### src/rtl/coinc_pkg.sv
package coinc_pkg;

  typedef enum logic [1:0] {
    RUN_IDLE   = 2'b00,
    RUN_ACTIVE = 2'b01
  } run_state_e;

  // window length actually loaded: zero is raised to one cycle
  function automatic int clamp_len(input int raw);
    return (raw == 0) ? 1 : raw;
  endfunction

  // a pair is permitted when either triangle of the matrix says so
  function automatic logic pair_permitted(input logic b_ij, input logic b_ji,
                                          input int i, input int j);
    return (i != j) && (b_ij || b_ji);
  endfunction

endpackage

### src/rtl/strobe_sync.sv
module strobe_sync (
  input  logic clk,
  input  logic rst_n,
  input  logic async_i,
  output logic rise_o
);
  logic s1_q, s2_q, s3_q;

  always_ff @(posedge clk or negedge rst_n) begin
    if (!rst_n) begin
      s1_q <= 1'b0;
      s2_q <= 1'b0;
      s3_q <= 1'b0;
    end else begin
      s1_q <= async_i;
      s2_q <= s1_q;
      s3_q <= s2_q;
    end
  end

  assign rise_o = s2_q && !s3_q;
endmodule

### src/rtl/run_ctrl.sv
module run_ctrl (
  input  logic clk,
  input  logic rst_n,
  input  logic start_i,
  input  logic stop_i,
  output logic run_o,
  output logic tsync_o,
  output logic clear_o,
  output logic open_en_o
);
  import coinc_pkg::*;

  run_state_e state_q;
  logic       tsync_q;

  always_ff @(posedge clk or negedge rst_n) begin
    if (!rst_n) begin
      state_q <= RUN_IDLE;
      tsync_q <= 1'b0;
    end else begin
      tsync_q <= start_i && !stop_i;
      if (stop_i)       state_q <= RUN_IDLE;
      else if (start_i) state_q <= RUN_ACTIVE;
    end
  end

  assign run_o     = (state_q == RUN_ACTIVE);
  assign tsync_o   = tsync_q;
  assign clear_o   = !run_o || stop_i;
  assign open_en_o = run_o && !stop_i;
endmodule

### src/rtl/win_tracker.sv
module win_tracker #(
  parameter int WIN_BITS = 4
) (
  input  logic                clk,
  input  logic                rst_n,
  input  logic                clear_i,
  input  logic                rise_i,
  input  logic [WIN_BITS-1:0] len_i,
  input  logic                partner_i,
  output logic                active_o,
  output logic                accept_o
);
  import coinc_pkg::*;

  logic [WIN_BITS-1:0] cnt_q, len_eff;
  logic                hit_q, acc_q, hit_now, closing;

  assign len_eff  = WIN_BITS'(clamp_len(int'(len_i)));
  assign active_o = (cnt_q != '0);
  assign closing  = (cnt_q == WIN_BITS'(1)) && !rise_i;
  assign hit_now  = active_o && partner_i;

  always_ff @(posedge clk or negedge rst_n) begin
    if (!rst_n) begin
      cnt_q <= '0;
      hit_q <= 1'b0;
      acc_q <= 1'b0;
    end else if (clear_i) begin
      cnt_q <= '0;
      hit_q <= 1'b0;
      acc_q <= 1'b0;
    end else begin
      acc_q <= closing && (hit_q || hit_now);
      if (rise_i)               cnt_q <= len_eff;
      else if (cnt_q != '0)     cnt_q <= cnt_q - WIN_BITS'(1);
      if (closing)              hit_q <= 1'b0;
      else if (hit_now)         hit_q <= 1'b1;
    end
  end

  assign accept_o = acc_q;
endmodule

### src/rtl/coinc_ctrl.sv
module coinc_ctrl #(
  parameter int N_NODES  = 4,
  parameter int WIN_BITS = 4
) (
  input  logic                         clk,
  input  logic                         rst_n,
  input  logic [N_NODES-1:0]           node_strobe_i,
  input  logic [WIN_BITS-1:0]          win_len_i,
  input  logic [N_NODES*N_NODES-1:0]   pair_mask_i,
  input  logic                         start_cmd_i,
  input  logic                         stop_cmd_i,
  output logic [N_NODES-1:0]           accept_o,
  output logic                         run_o,
  output logic                         node_reset_o,
  output logic                         tsync_o
);
  logic [N_NODES-1:0] rise, win_open, partner;
  logic               clear_all, open_en;

  run_ctrl u_run (
    .clk(clk), .rst_n(rst_n),
    .start_i(start_cmd_i), .stop_i(stop_cmd_i),
    .run_o(run_o), .tsync_o(tsync_o),
    .clear_o(clear_all), .open_en_o(open_en)
  );

  assign node_reset_o = !run_o;

  for (genvar i = 0; i < N_NODES; i++) begin : g_node
    logic [N_NODES-1:0] allow_row;

    for (genvar j = 0; j < N_NODES; j++) begin : g_pair
      assign allow_row[j] = coinc_pkg::pair_permitted(
        pair_mask_i[i*N_NODES+j], pair_mask_i[j*N_NODES+i], i, j);
    end

    assign partner[i] = |(win_open & allow_row);

    strobe_sync u_sync (
      .clk(clk), .rst_n(rst_n),
      .async_i(node_strobe_i[i]), .rise_o(rise[i])
    );

    win_tracker #(.WIN_BITS(WIN_BITS)) u_win (
      .clk(clk), .rst_n(rst_n),
      .clear_i(clear_all),
      .rise_i(rise[i] && open_en),
      .len_i(win_len_i),
      .partner_i(partner[i]),
      .active_o(win_open[i]),
      .accept_o(accept_o[i])
    );
  end
endmodule

### config.mk
export PLATFORM = sky130hd
export DESIGN_NAME = coinc_ctrl
export DESIGN_NICKNAME = d
export VERILOG_FILES = /design/src/rtl/coinc_pkg.sv /design/src/rtl/strobe_sync.sv /design/src/rtl/run_ctrl.sv /design/src/rtl/win_tracker.sv /design/src/rtl/coinc_ctrl.sv
export SDC_FILE = /design/constraint.sdc
export NUM_CORES = 1
export LEC_CHECK = 0
export BUFFER_PORTS_ARGS = -buffer_cell sky130_fd_sc_hd__buf_4
export CAP_MARGIN = 0
export CORE_MARGIN = 2
export CORE_UTILIZATION = 28
export CTS_CLUSTER_DIAMETER = 50
export DETAILED_ROUTE_END_ITERATION = 10
export GPL_TIMING_DRIVEN = 0
export PLACE_DENSITY = 0.46
export SETUP_SLACK_MARGIN = 0.1
export SLEW_MARGIN = 40
export SYNTH_ARGS = -nofsm -noshare
export SYNTH_HDL_FRONTEND = slang
export SYNTH_SLANG_ARGS = --single-unit
### constraint.sdc
create_clock -name clk -period 3.21 [get_ports clk]
set_clock_uncertainty 0.05 [all_clocks]
set_input_delay 0.1605 -clock clk [delete_from_list [all_inputs] [get_ports clk]]
set_output_delay 0.1605 -clock clk [all_outputs]
set_load 0.03 [all_outputs]
==> impl_metrics.json, run 1 <==
{
  "slowest_delay_ns": 0.50,
  "arrival_ns": 2.08,
  "ys_warn_count": 0,
  "grt_pass1_wl_mm": 6.34,
  "setup_violations": 0,
  "drive_gt1_frac": 0.248,
  "cp_slowest_cell": "or3b_2",
  "postCtsResizedCells": 0,
  "gp_congestion": 0.749,
  "drc": 0,
  "antenna_found_initial": 0,
  "grt_remaining_overflow": 0,
  "ff2ff_setup_slack_ns": 1.24,
  "min_path_type": "in -> reg",
  "maxSlewViolCount": 0,
  "maxSlewHeadroom": 0.545,
  "initial_core_util": 0.285,
  "cts-buffers-inserted": 5,
  "ant_nets": 0,
  "hold_viol": 0,
  "fin_crit_ns": 1.97,
  "powerDensity_mw_per_mm2": 459,
  "netlist_area_mm2": 0.00191,
  "ys_seq_elements": 38,
  "fin_nets": 267,
  "gr-usage-all-layers": 0.111,
  "max_freq_mhz": 508,
  "pin_count": 35,
  "layout_setup_ws_ns": 1.24,
  "grt_setup_unrepaired": "no",
  "fin_crit_sh": 0.613,
  "path_class": "reg -> reg",
  "synth-seq-area-share": 0.497,
  "critPathMaxFanout": 4,
  "fp.dieW_um": 86.7,
  "dp_hpwl_mm": 2.82,
  "die_area_mm2": 0.00751,
  "peakVddDrop_v": 0.000211,
  "path_clk_slew_ns": 0.08,
  "viasPerCell": 4.51,
  "ff2ff_path_depth": 6,
  "clock_sinks": 38,
  "diodes": 0,
  "via_count": 1398,
  "netlist_instances": 186,
  "leakage_nw": 1.07,
  "area_delta_synth_final_pct": 25.1,
  "grt_pass1_vias": 1282,
  "r2r_start": "g_node[0].u_win.cnt_q[0]$_DFFE_PN0P_",
  "avgSynthCellArea_um2": 10.3,
  "clock-root-buffer": "clkbuf_8",
  "wl_per_cell_um": 12.8,
  "first_pass_iters": 4,
  "clockBufferDepth": 2,
  "outcome": "complete, no violations",
  "worstHoldStart": "start_cmd_i",
  "r2r-end": "g_node[3].u_win.accept_o$_DFF_PN0_",
  "htreeDepth": 2,
  "path_cells": "inv_1, ha_1, or3b_2, a222oi_1, o21ba_2, nor3_1",
  "crit_path_end_kind": "flip-flop",
  "required_ns": 3.32,
  "tightest_slew_ns": 0.681,
  "io_buffers": 30,
  "synth.distinct_cells": 38,
  "dieHeight_um": 86.7,
  "pre_cts_ws_ns": 1.26,
  "cts_tree": "done",
  "num-fill-cells": 675,
  "grt_max_degree": 39,
  "core_area_mm2": 0.00672,
  "cap_violations": 0,
  "syn-num-nets": 224,
  "worstSetupStartpointType": "flip-flop",
  "fp-row-count": 30,
  "holdPathEnd": "u_run.tsync_o$_DFF_PN0_",
  "wl_mm": 3.97,
  "clk_latency_ns": 0.29,
  "hold_depth": 2,
  "drt_iter0_markers": 30,
  "setup_tns_ns": 0
}
critical path, delay by kind of cell (launching register included):
family / cells / cell delay, ns
and+or+nand+nor: 2 / 0.55
AOI/OAI and AO/OA: 2 / 0.54
DFF: 1 / 0.42
adders and majority gates: 1 / 0.17
buffers and inverters: 1 / 0.10
synth_stat cells:
cell type  count  area share
or3b_1         1      0.0046
buf_4          4       0.016
ha_1          10       0.065
nand3b_1       1      0.0039
o21ba_2        1      0.0052
or3b_2         1      0.0046
nor3b_2        2       0.013
o31ai_2        1      0.0065
nand3_1        3      0.0078
mux2i_1        5       0.026
o22ai_1        1      0.0033
or3_1          3      0.0098
nand2_1        7       0.014
xor2_1         2      0.0092
a221oi_1       1      0.0046
nor2b_1        3      0.0098
o211ai_1       3       0.012
a31oi_1        1      0.0033
a21oi_1       10       0.026
a211oi_1      10       0.039
nor3b_1        4       0.016
o21ai_0        1      0.0026
or3b_4         2       0.012
mux2_2         2       0.012
xnor2_1        4       0.018
or3_2          1      0.0039
inv_1         10       0.020
a222oi_1       1      0.0052
nor3_1         9       0.024
clkbuf_1       6       0.012
nor4b_1        1      0.0046
or2_2          5       0.016
nor2_1        24       0.047
nor4_1         1      0.0033
o31ai_1        1      0.0039
dfrtp_1       38        0.50
and3_1         1      0.0033
nand2b_1       5       0.016
kinds of logic (layout without fill, tap and decap cells):
family	after synthesis	after routing	share of synthesized area
xor gates and xnor gates	6	6	0.0275
DFF	38	38	0.497
AOI/OAI and AO/OA	31	31	0.112
and+or+nand+nor	74	74	0.213
muxes	7	7	0.0379
buffers and inverters	20	64	0.0471
adders and majority gates	10	10	0.0654
through the flow:
stage	util	hold slack, ns	power [mW]	instance area [um^2]	cells
detailed placement	0.333	0.124	0.757	2240	296
global placement	0.333	0.125	0.757	2240	296
finish	0.356	0.103	1.10	2390	310
floorplan	-	-0.185	0.680	1910	186
CTS	0.356	0.0923	1.12	2390	310
global route	0.356	0.0911	1.17	2390	310
routing by layer:
| metal | wire length (um) | vias up | GRT usage |
|---|---|---|---|
| met3 | 160 | 2 | 0.0276 |
| met1 | 2090 | 633 | 0.154 |
| met5 | 0 | - | 0 |
| met4 | 38 | 0 | 0.0426 |
| met2 | 1690 | 33 | 0.166 |
| li1 | - | 730 | - |
final cells by class:
cell class / instances / area, um^2 / area share
sequential: 38 / 951 / 0.397
multi-input combinational: 128 / 872 / 0.364
timing repair buffer: 36 / 285 / 0.119
tap: 80 / 100 / 0.0418
clock buffer: 6 / 82.6 / 0.0345
buffer: 10 / 52.6 / 0.0220
inverter: 10 / 37.5 / 0.0157
clock inverter: 2 / 12.5 / 0.00523
report_power, final:
group / switching, mW / total, mW / internal, mW
logic: 0.124 / 0.233 / 0.109
registers: 0.0171 / 0.519 / 0.501
clock network: 0.174 / 0.347 / 0.173
registers in the layout (all words and copies together) (netlist names):
register               flops
g_node.u_win.accept_o      4
u_run.tsync_o              1
g_node.u_win.hit_q         4
g_node.u_sync.s3_q         4
g_node.u_sync.s2_q         4
g_node.u_sync.s1_q         4
u_run.state_q              1
g_node.u_win.cnt_q        16
cell usage in the layout (no fill, tap or decap), types with 2 or more instances in the layout:
cell type	count
a211oi_1	10
a21oi_1	10
buf_4	34
clkbuf_1	6
clkbuf_8	6
dfrtp_1	38
dlygate4sd3_1	6
ha_1	10
inv_1	10
mux2_2	2
mux2i_1	5
nand2_1	7
nand2b_1	5
nand3_1	3
nor2_1	24
nor2b_1	3
nor3_1	9
nor3b_1	4
nor3b_2	2
o211ai_1	3
or2_2	5
or3_1	3
or3b_4	2
xnor2_1	4
xor2_1	2
what timing repair did:
action                    in CTS  in global routing
hold buffers                   6                  0
setup buffers                  0                  0
hold endpoints to repair      43                  0
worst max path at each step:
stage | from | end | slack, ns
floorplan | g_node[0].u_win.cnt_q[0]$_DFFE_PN0P_ | g_node[3].u_win.accept_o$_DFF_PN0_ | 1.48
global placement | g_node[0].u_win.cnt_q[0]$_DFFE_PN0P_ | g_node[3].u_win.accept_o$_DFF_PN0_ | 1.24
detailed placement | g_node[0].u_win.cnt_q[0]$_DFFE_PN0P_ | g_node[3].u_win.accept_o$_DFF_PN0_ | 1.26
CTS | g_node[0].u_win.cnt_q[0]$_DFFE_PN0P_ | g_node[3].u_win.accept_o$_DFF_PN0_ | 1.23
global route | g_node[0].u_win.cnt_q[0]$_DFFE_PN0P_ | g_node[3].u_win.accept_o$_DFF_PN0_ | 1.11
finish | g_node[0].u_win.cnt_q[0]$_DFFE_PN0P_ | g_node[3].u_win.accept_o$_DFF_PN0_ | 1.24
Power figures use the tool's default switching activity.
==> run 2, diff against run 1 <==
- ABC_AREA: unset -> 1
- PLACE_DENSITY: 0.46 -> 0.47
- clock period: 3.21 -> 1.7 ns (I/O delays scaled with it)
==> impl_metrics.json, run 2 <==
{
  "ys_warn_count": 0,
  "tightest_slew_ns": 0.485,
  "path_clk_slew_ns": 0.08,
  "hold_depth": 3,
  "pin_count": 35,
  "clock-root-buffer": "clkbuf_8",
  "avgSynthCellArea_um2": 8.66,
  "gr-usage-all-layers": 0.122,
  "io_buffers": 30,
  "drive_gt1_frac": 0.244,
  "gp_congestion": 0.797,
  "netlist_instances": 229,
  "setup_tns_ns": 0,
  "fin_crit_sh": 0.835,
  "grt_setup_unrepaired": "yes",
  "grt_max_degree": 39,
  "ant_nets": 0,
  "first_pass_iters": 5,
  "hold_ws_ns": 0.0374,
  "cts_tree": "done",
  "num-fill-cells": 743,
  "regMostFlops": "g_node.u_win.cnt_q",
  "clk_latency_ns": 0.30,
  "synth-main-ff-cell": "dfrtp_1",
  "area_delta_synth_final_pct": 28.2,
  "drc": 0,
  "synth_top_area_cell": "dfrtp_1",
  "mostFrequentLayoutCells": "40 x nand2_1, 38 x dfrtp_1, 35 x buf_4, 31 x inv_1, 26 x nor2_1",
  "max_freq_mhz": 704,
  "grt_pass1_vias": 1494,
  "power_mw": 2.39,
  "initial_core_util": 0.290,
  "synth.top_cell.area_share": 0.479,
  "die_area_mm2": 0.00777,
  "clock_sinks": 38,
  "crit_path_end_kind": "flip-flop",
  "min_path_type": "in -> reg",
  "worstSetupStartpointType": "input pin",
  "ys_seq_elements": 38,
  "synth_most_common_cell": "nand2_1",
  "via_count": 1559,
  "peakVddDrop_v": 0.000364,
  "final_util": 0.372,
  "fp-row-count": 30,
  "syn-num-nets": 267,
  "dp_hpwl_mm": 3.03,
  "critPathMaxFanout": 5,
  "synth-seq-area-share": 0.479,
  "layout_commonest_cell": "nand2_1",
  "wl_mm": 4.20,
  "synthTopCellsByArea": "dfrtp_1 48%, nand2_1 7.9%, ha_1 6.3%",
  "setup_violations": 0,
  "cap_violations": 0,
  "synthTopCellsByCount": "42 x nand2_1, 38 x dfrtp_1, 31 x inv_1",
  "netlist_area_mm2": 0.00198,
  "arrival_ns": 1.54,
  "fin_crit_ns": 1.42,
  "hold_viol": 0,
  "synth.distinct_cells": 28,
  "fin_nets": 312,
  "synth_edf_count": 0,
  "grt_remaining_overflow": 0,
  "ff2ff_path_depth": 7,
  "powerDensity_mw_per_mm2": 941,
  "dieHeight_um": 88.2,
  "maxSlewHeadroom": 0.677,
  "ff2ff_setup_slack_ns": 0.28,
  "drt_iter0_markers": 63,
  "clockBufferDepth": 2,
  "required_ns": 1.82,
  "wl_per_cell_um": 11.3,
  "outcome": "complete, no violations",
  "viasPerCell": 4.20,
  "antenna_found_initial": 0,
  "layout_setup_ws_ns": 0.280,
  "htreeDepth": 2,
  "grt_pass1_wl_mm": 7.24,
  "cts-buffers-inserted": 5,
  "pre_cts_ws_ns": 0.207,
  "multi_input_area_um2": 883,
  "largest_reg_flops": 16,
  "fp.dieW_um": 88.2,
  "async_reset_ff_frac": 1.00,
  "core_area_mm2": 0.00683,
  "leakage_nw": 1.28,
  "path_class": "in -> reg",
  "diodes": 0,
  "register_area_um2": 951,
  "maxSlewViolCount": 0,
  "post_cts_buffers": 0
}
[run 2: critical path: stages]
cell and delay, ns:
dlygate4sd3_1 0.54, buf_4 0.16, inv_1 0.05, nand2_1 0.07
nor2_1 0.30, inv_1 0.10, o21ai_0 0.14, o21ai_0 0.10
[run 2: worst paths after layout]
check                                                startpoint                                   end
min reg2reg                     g_node[3].u_sync.s1_q$_DFF_PN0_       g_node[3].u_sync.s2_q$_DFF_PN0_
max in group asynchronous                                 rst_n       g_node[3].u_sync.s2_q$_DFF_PN0_
min                                                win_len_i[2]  g_node[3].u_win.cnt_q[2]$_DFFE_PN0P_
max reg2reg                g_node[0].u_win.cnt_q[1]$_DFFE_PN0P_     g_node[2].u_win.hit_q$_DFFE_PN0P_
min in group asynchronous                                 rst_n  g_node[0].u_win.cnt_q[3]$_DFFE_PN0P_
max                                                  stop_cmd_i  g_node[2].u_win.cnt_q[1]$_DFFE_PN0P_
[run 2: cells by family (layout without fill, tap and decap cells)]
kind of cell | count (synthesis) | after routing | share of synthesized area
flip-flops | 38 | 38 | 0.479
adder cells (fa/ha/maj) | 10 | 10 | 0.0631
AO/OA/AOI/OAI | 37 | 37 | 0.104
buffers and inverters | 38 | 84 | 0.0852
AND/OR/NAND/NOR | 99 | 99 | 0.237
XOR/XNOR | 7 | 7 | 0.0309
[run 2: timing repair]
item / in CTS / in global routing
endpoints found under the hold margin: 44 / 0
endpoints found under the setup margin: 0 / 6
gates resized for setup: 0 / 7
hold buffers: 8 / 0
[run 2: layout make-up]
class | instances | share of cell area
sequential | 38 | 0.374
inverter | 32 | 0.0472
clock inverter | 3 | 0.0177
buffer | 6 | 0.0192
tap | 96 | 0.0472
timing repair buffer | 38 | 0.120
multi-input combinational | 153 | 0.347
clock buffer | 5 | 0.0271
[run 2: through the flow]
stage / area [um^2] / cells
after floorplan: 1980 / 229
after global placement: 2330 / 355
after detailed placement: 2330 / 355
after CTS: 2520 / 371
after global routing: 2540 / 371
final: 2540 / 371
[run 2: where the power goes]
part	leakage, nW	internal (mW)	total (mW)	switching (mW)
combinational	0.742	0.239	0.591	0.352
clock	0.0504	0.437	0.785	0.349
sequential	0.492	0.970	1.02	0.0459
[run 2: per-layer routing]
metal,vias to the layer above,global-route usage,share of wire
met2,44,0.186,0.43
met5,-,0,0
met3,6,0.0292,0.046
met4,0,0.0413,0.018
li1,810,-,-
met1,699,0.169,0.50
==> run 3, diff against run 2 <==
- ABC_AREA: 1 -> 0
- clock period: 1.7 -> 1.2 ns (I/O delays scaled with it)
==> impl_metrics.json, run 3 (same netlist as run 1, synthesis figures left out) <==
{
  "outcome": "finished, violations left",
  "violations": "negative setup slack",
  "p_sw_mw": 0.926,
  "viasPerCell": 4.66,
  "gp_congestion": 0.799,
  "first_pass_iters": 4,
  "slowest_delay_ns": 0.40,
  "fin_crit_ns": 1.82,
  "layout_commonest_cell": "buf_4",
  "fp.dieW_um": 86.7,
  "drc": 0,
  "finalNonFillerCells": 336,
  "p_int_mw": 2.33,
  "required_ns": 1.32,
  "grt_pass1_vias": 1536,
  "hold_viol": 0,
  "pin_count": 35,
  "seqPwrFrac": 0.429,
  "worstSetupStartpointType": "flip-flop",
  "die_area_mm2": 0.00751,
  "htreeDepth": 2,
  "crit_path_end_kind": "flip-flop",
  "maxSlewHeadroom": 0.657,
  "powerDensity_mw_per_mm2": 1140,
  "comb_power_share": 0.304,
  "arrival_ns": 1.94,
  "drt_iter0_markers": 32,
  "grt_max_degree": 39,
  "layout_setup_ws_ns": -0.620,
  "fin_nets": 295,
  "wl_mm": 4.63,
  "wl_per_cell_um": 13.8,
  "p_clk_frac": 0.267,
  "grt_remaining_overflow": 0,
  "pre_cts_ws_ns": -0.747,
  "via_count": 1566,
  "leakage_nw": 1.28,
  "dp_hpwl_mm": 2.98,
  "min_path_type": "in -> reg",
  "clock-root-buffer": "clkbuf_8",
  "regMostFlops": "g_node.u_win.cnt_q",
  "io_buffers": 30,
  "final_util": 0.425,
  "hold_ws_ns": 0.0218,
  "initial_core_util": 0.285,
  "critPathMaxFanout": 4,
  "cts_tree": "done",
  "antenna_found_initial": 0,
  "peakVddDrop_v": 0.000480,
  "clockBufferDepth": 2,
  "cts-buffers-inserted": 5,
  "ant_nets": 0,
  "clk_latency_ns": 0.28,
  "diodes": 0,
  "clock_sinks": 38,
  "gr-usage-all-layers": 0.130,
  "grt_pass1_wl_mm": 7.58,
  "path_cells": "inv_2, ha_4, or3b_4, a222oi_1, o21ba_2, nor3b_2",
  "path_class": "reg -> reg",
  "fp-row-count": 30,
  "path_clk_slew_ns": 0.07,
  "grt_setup_unrepaired": "yes",
  "mostFrequentLayoutCells": "52 x buf_4, 37 x dfrtp_1, 22 x nor2_1, 9 x buf_6",
  "setup_violations": 24,
  "cp_slowest_cell": "dfrtp_1",
  "largest_reg_flops": 16,
  "tightest_slew_ns": 0.515,
  "switching_share": 0.284,
  "place_inst": 296,
  "drive_gt1_frac": 0.473,
  "max_freq_mhz": 549,
  "maxSlewViolCount": 0,
  "dieHeight_um": 86.7,
  "area_delta_synth_final_pct": 49.3,
  "core_area_mm2": 0.00672,
  "cap_violations": 0,
  "fin_crit_sh": 1.52
}
run 3: power groups by stage:
stage | Combinational [mW] | Sequential, mW | Clock (mW)
4_1_cts | 0.909 | 1.40 | 0.904
3_5_place_dp | 0.667 | 1.42 | 0
5_1_grt | 1.08 | 1.40 | 0.967
3_3_place_gp | 0.665 | 1.42 | 0
6_report | 0.990 | 1.40 | 0.868
2_1_floorplan | 0.455 | 1.42 | 0
run 3: layout make-up:
type	instances	area [um^2]
tap	80	100
fill	654	3860
clock buffer	6	82.6
buffer	10	60.1
multi-input combinational	128	1090
timing repair buffer	64	532
sequential	38	952
inverter	10	40.0
run 3: worst paths after layout:
| kind | startpoint | endpoint | slack, ns | cells past startpoint |
|---|---|---|---|---|
| max | g_node[2].u_win.cnt_q[1]$_DFFE_PN0P_ | g_node[3].u_win.hit_q$_DFFE_PN0P_ | -0.62 | 6 |
| min | win_len_i[1] | g_node[1].u_win.cnt_q[1]$_DFFE_PN0P_ | 0.02 | 3 |
| max reg2reg | g_node[2].u_win.cnt_q[1]$_DFFE_PN0P_ | g_node[3].u_win.hit_q$_DFFE_PN0P_ | -0.62 | 6 |
| min reg2reg | g_node[3].u_sync.s1_q$_DFF_PN0_ | g_node[3].u_sync.s2_q$_DFF_PN0_ | 0.30 | 0 |
| max in group asynchronous | rst_n | u_run.state_q[0]$_DFFE_PN0P_ | 0.49 | 2 |
| min in group asynchronous | rst_n | u_run.tsync_o$_DFF_PN0_ | 0.24 | 2 |
run 3: stage by stage:
stage | instance area (um^2) | setup TNS, ns | power (mW)
5_1_grt | 2860 | -11.14 | 3.46
3_3_place_gp | 2310 | -8.82 | 2.09
2_1_floorplan | 1990 | -5.26 | 1.88
6_report | 2860 | -9.01 | 3.25
3_5_place_dp | 2310 | -9.02 | 2.09
4_1_cts | 2740 | -8.52 | 3.21
run 3: what timing repair did:
item	4_1_cts	5_1_grt
setup buffers	20	8
pin swaps	17	16
gates resized for setup	35	11
hold buffers	6	1
endpoints found under the hold margin	44	1
endpoints found under the setup margin	24	24
run 3: critical path: cells and delay by family (launching register included):
kind / cells / cell delay, ns
buffers and inverters: 1 / 0.09
DFF: 1 / 0.40
and+or+nand+nor: 2 / 0.43
adders and majority gates: 1 / 0.15
AOI/OAI and AO/OA: 2 / 0.60
run 3: per-layer routing:
metal,vias to the layer above,wire (um),track usage
met4,0,42,0.0384
met5,-,0,0
li1,780,-,-
met1,750,2300,0.170
met3,5,164,0.0286
met2,31,2120,0.217
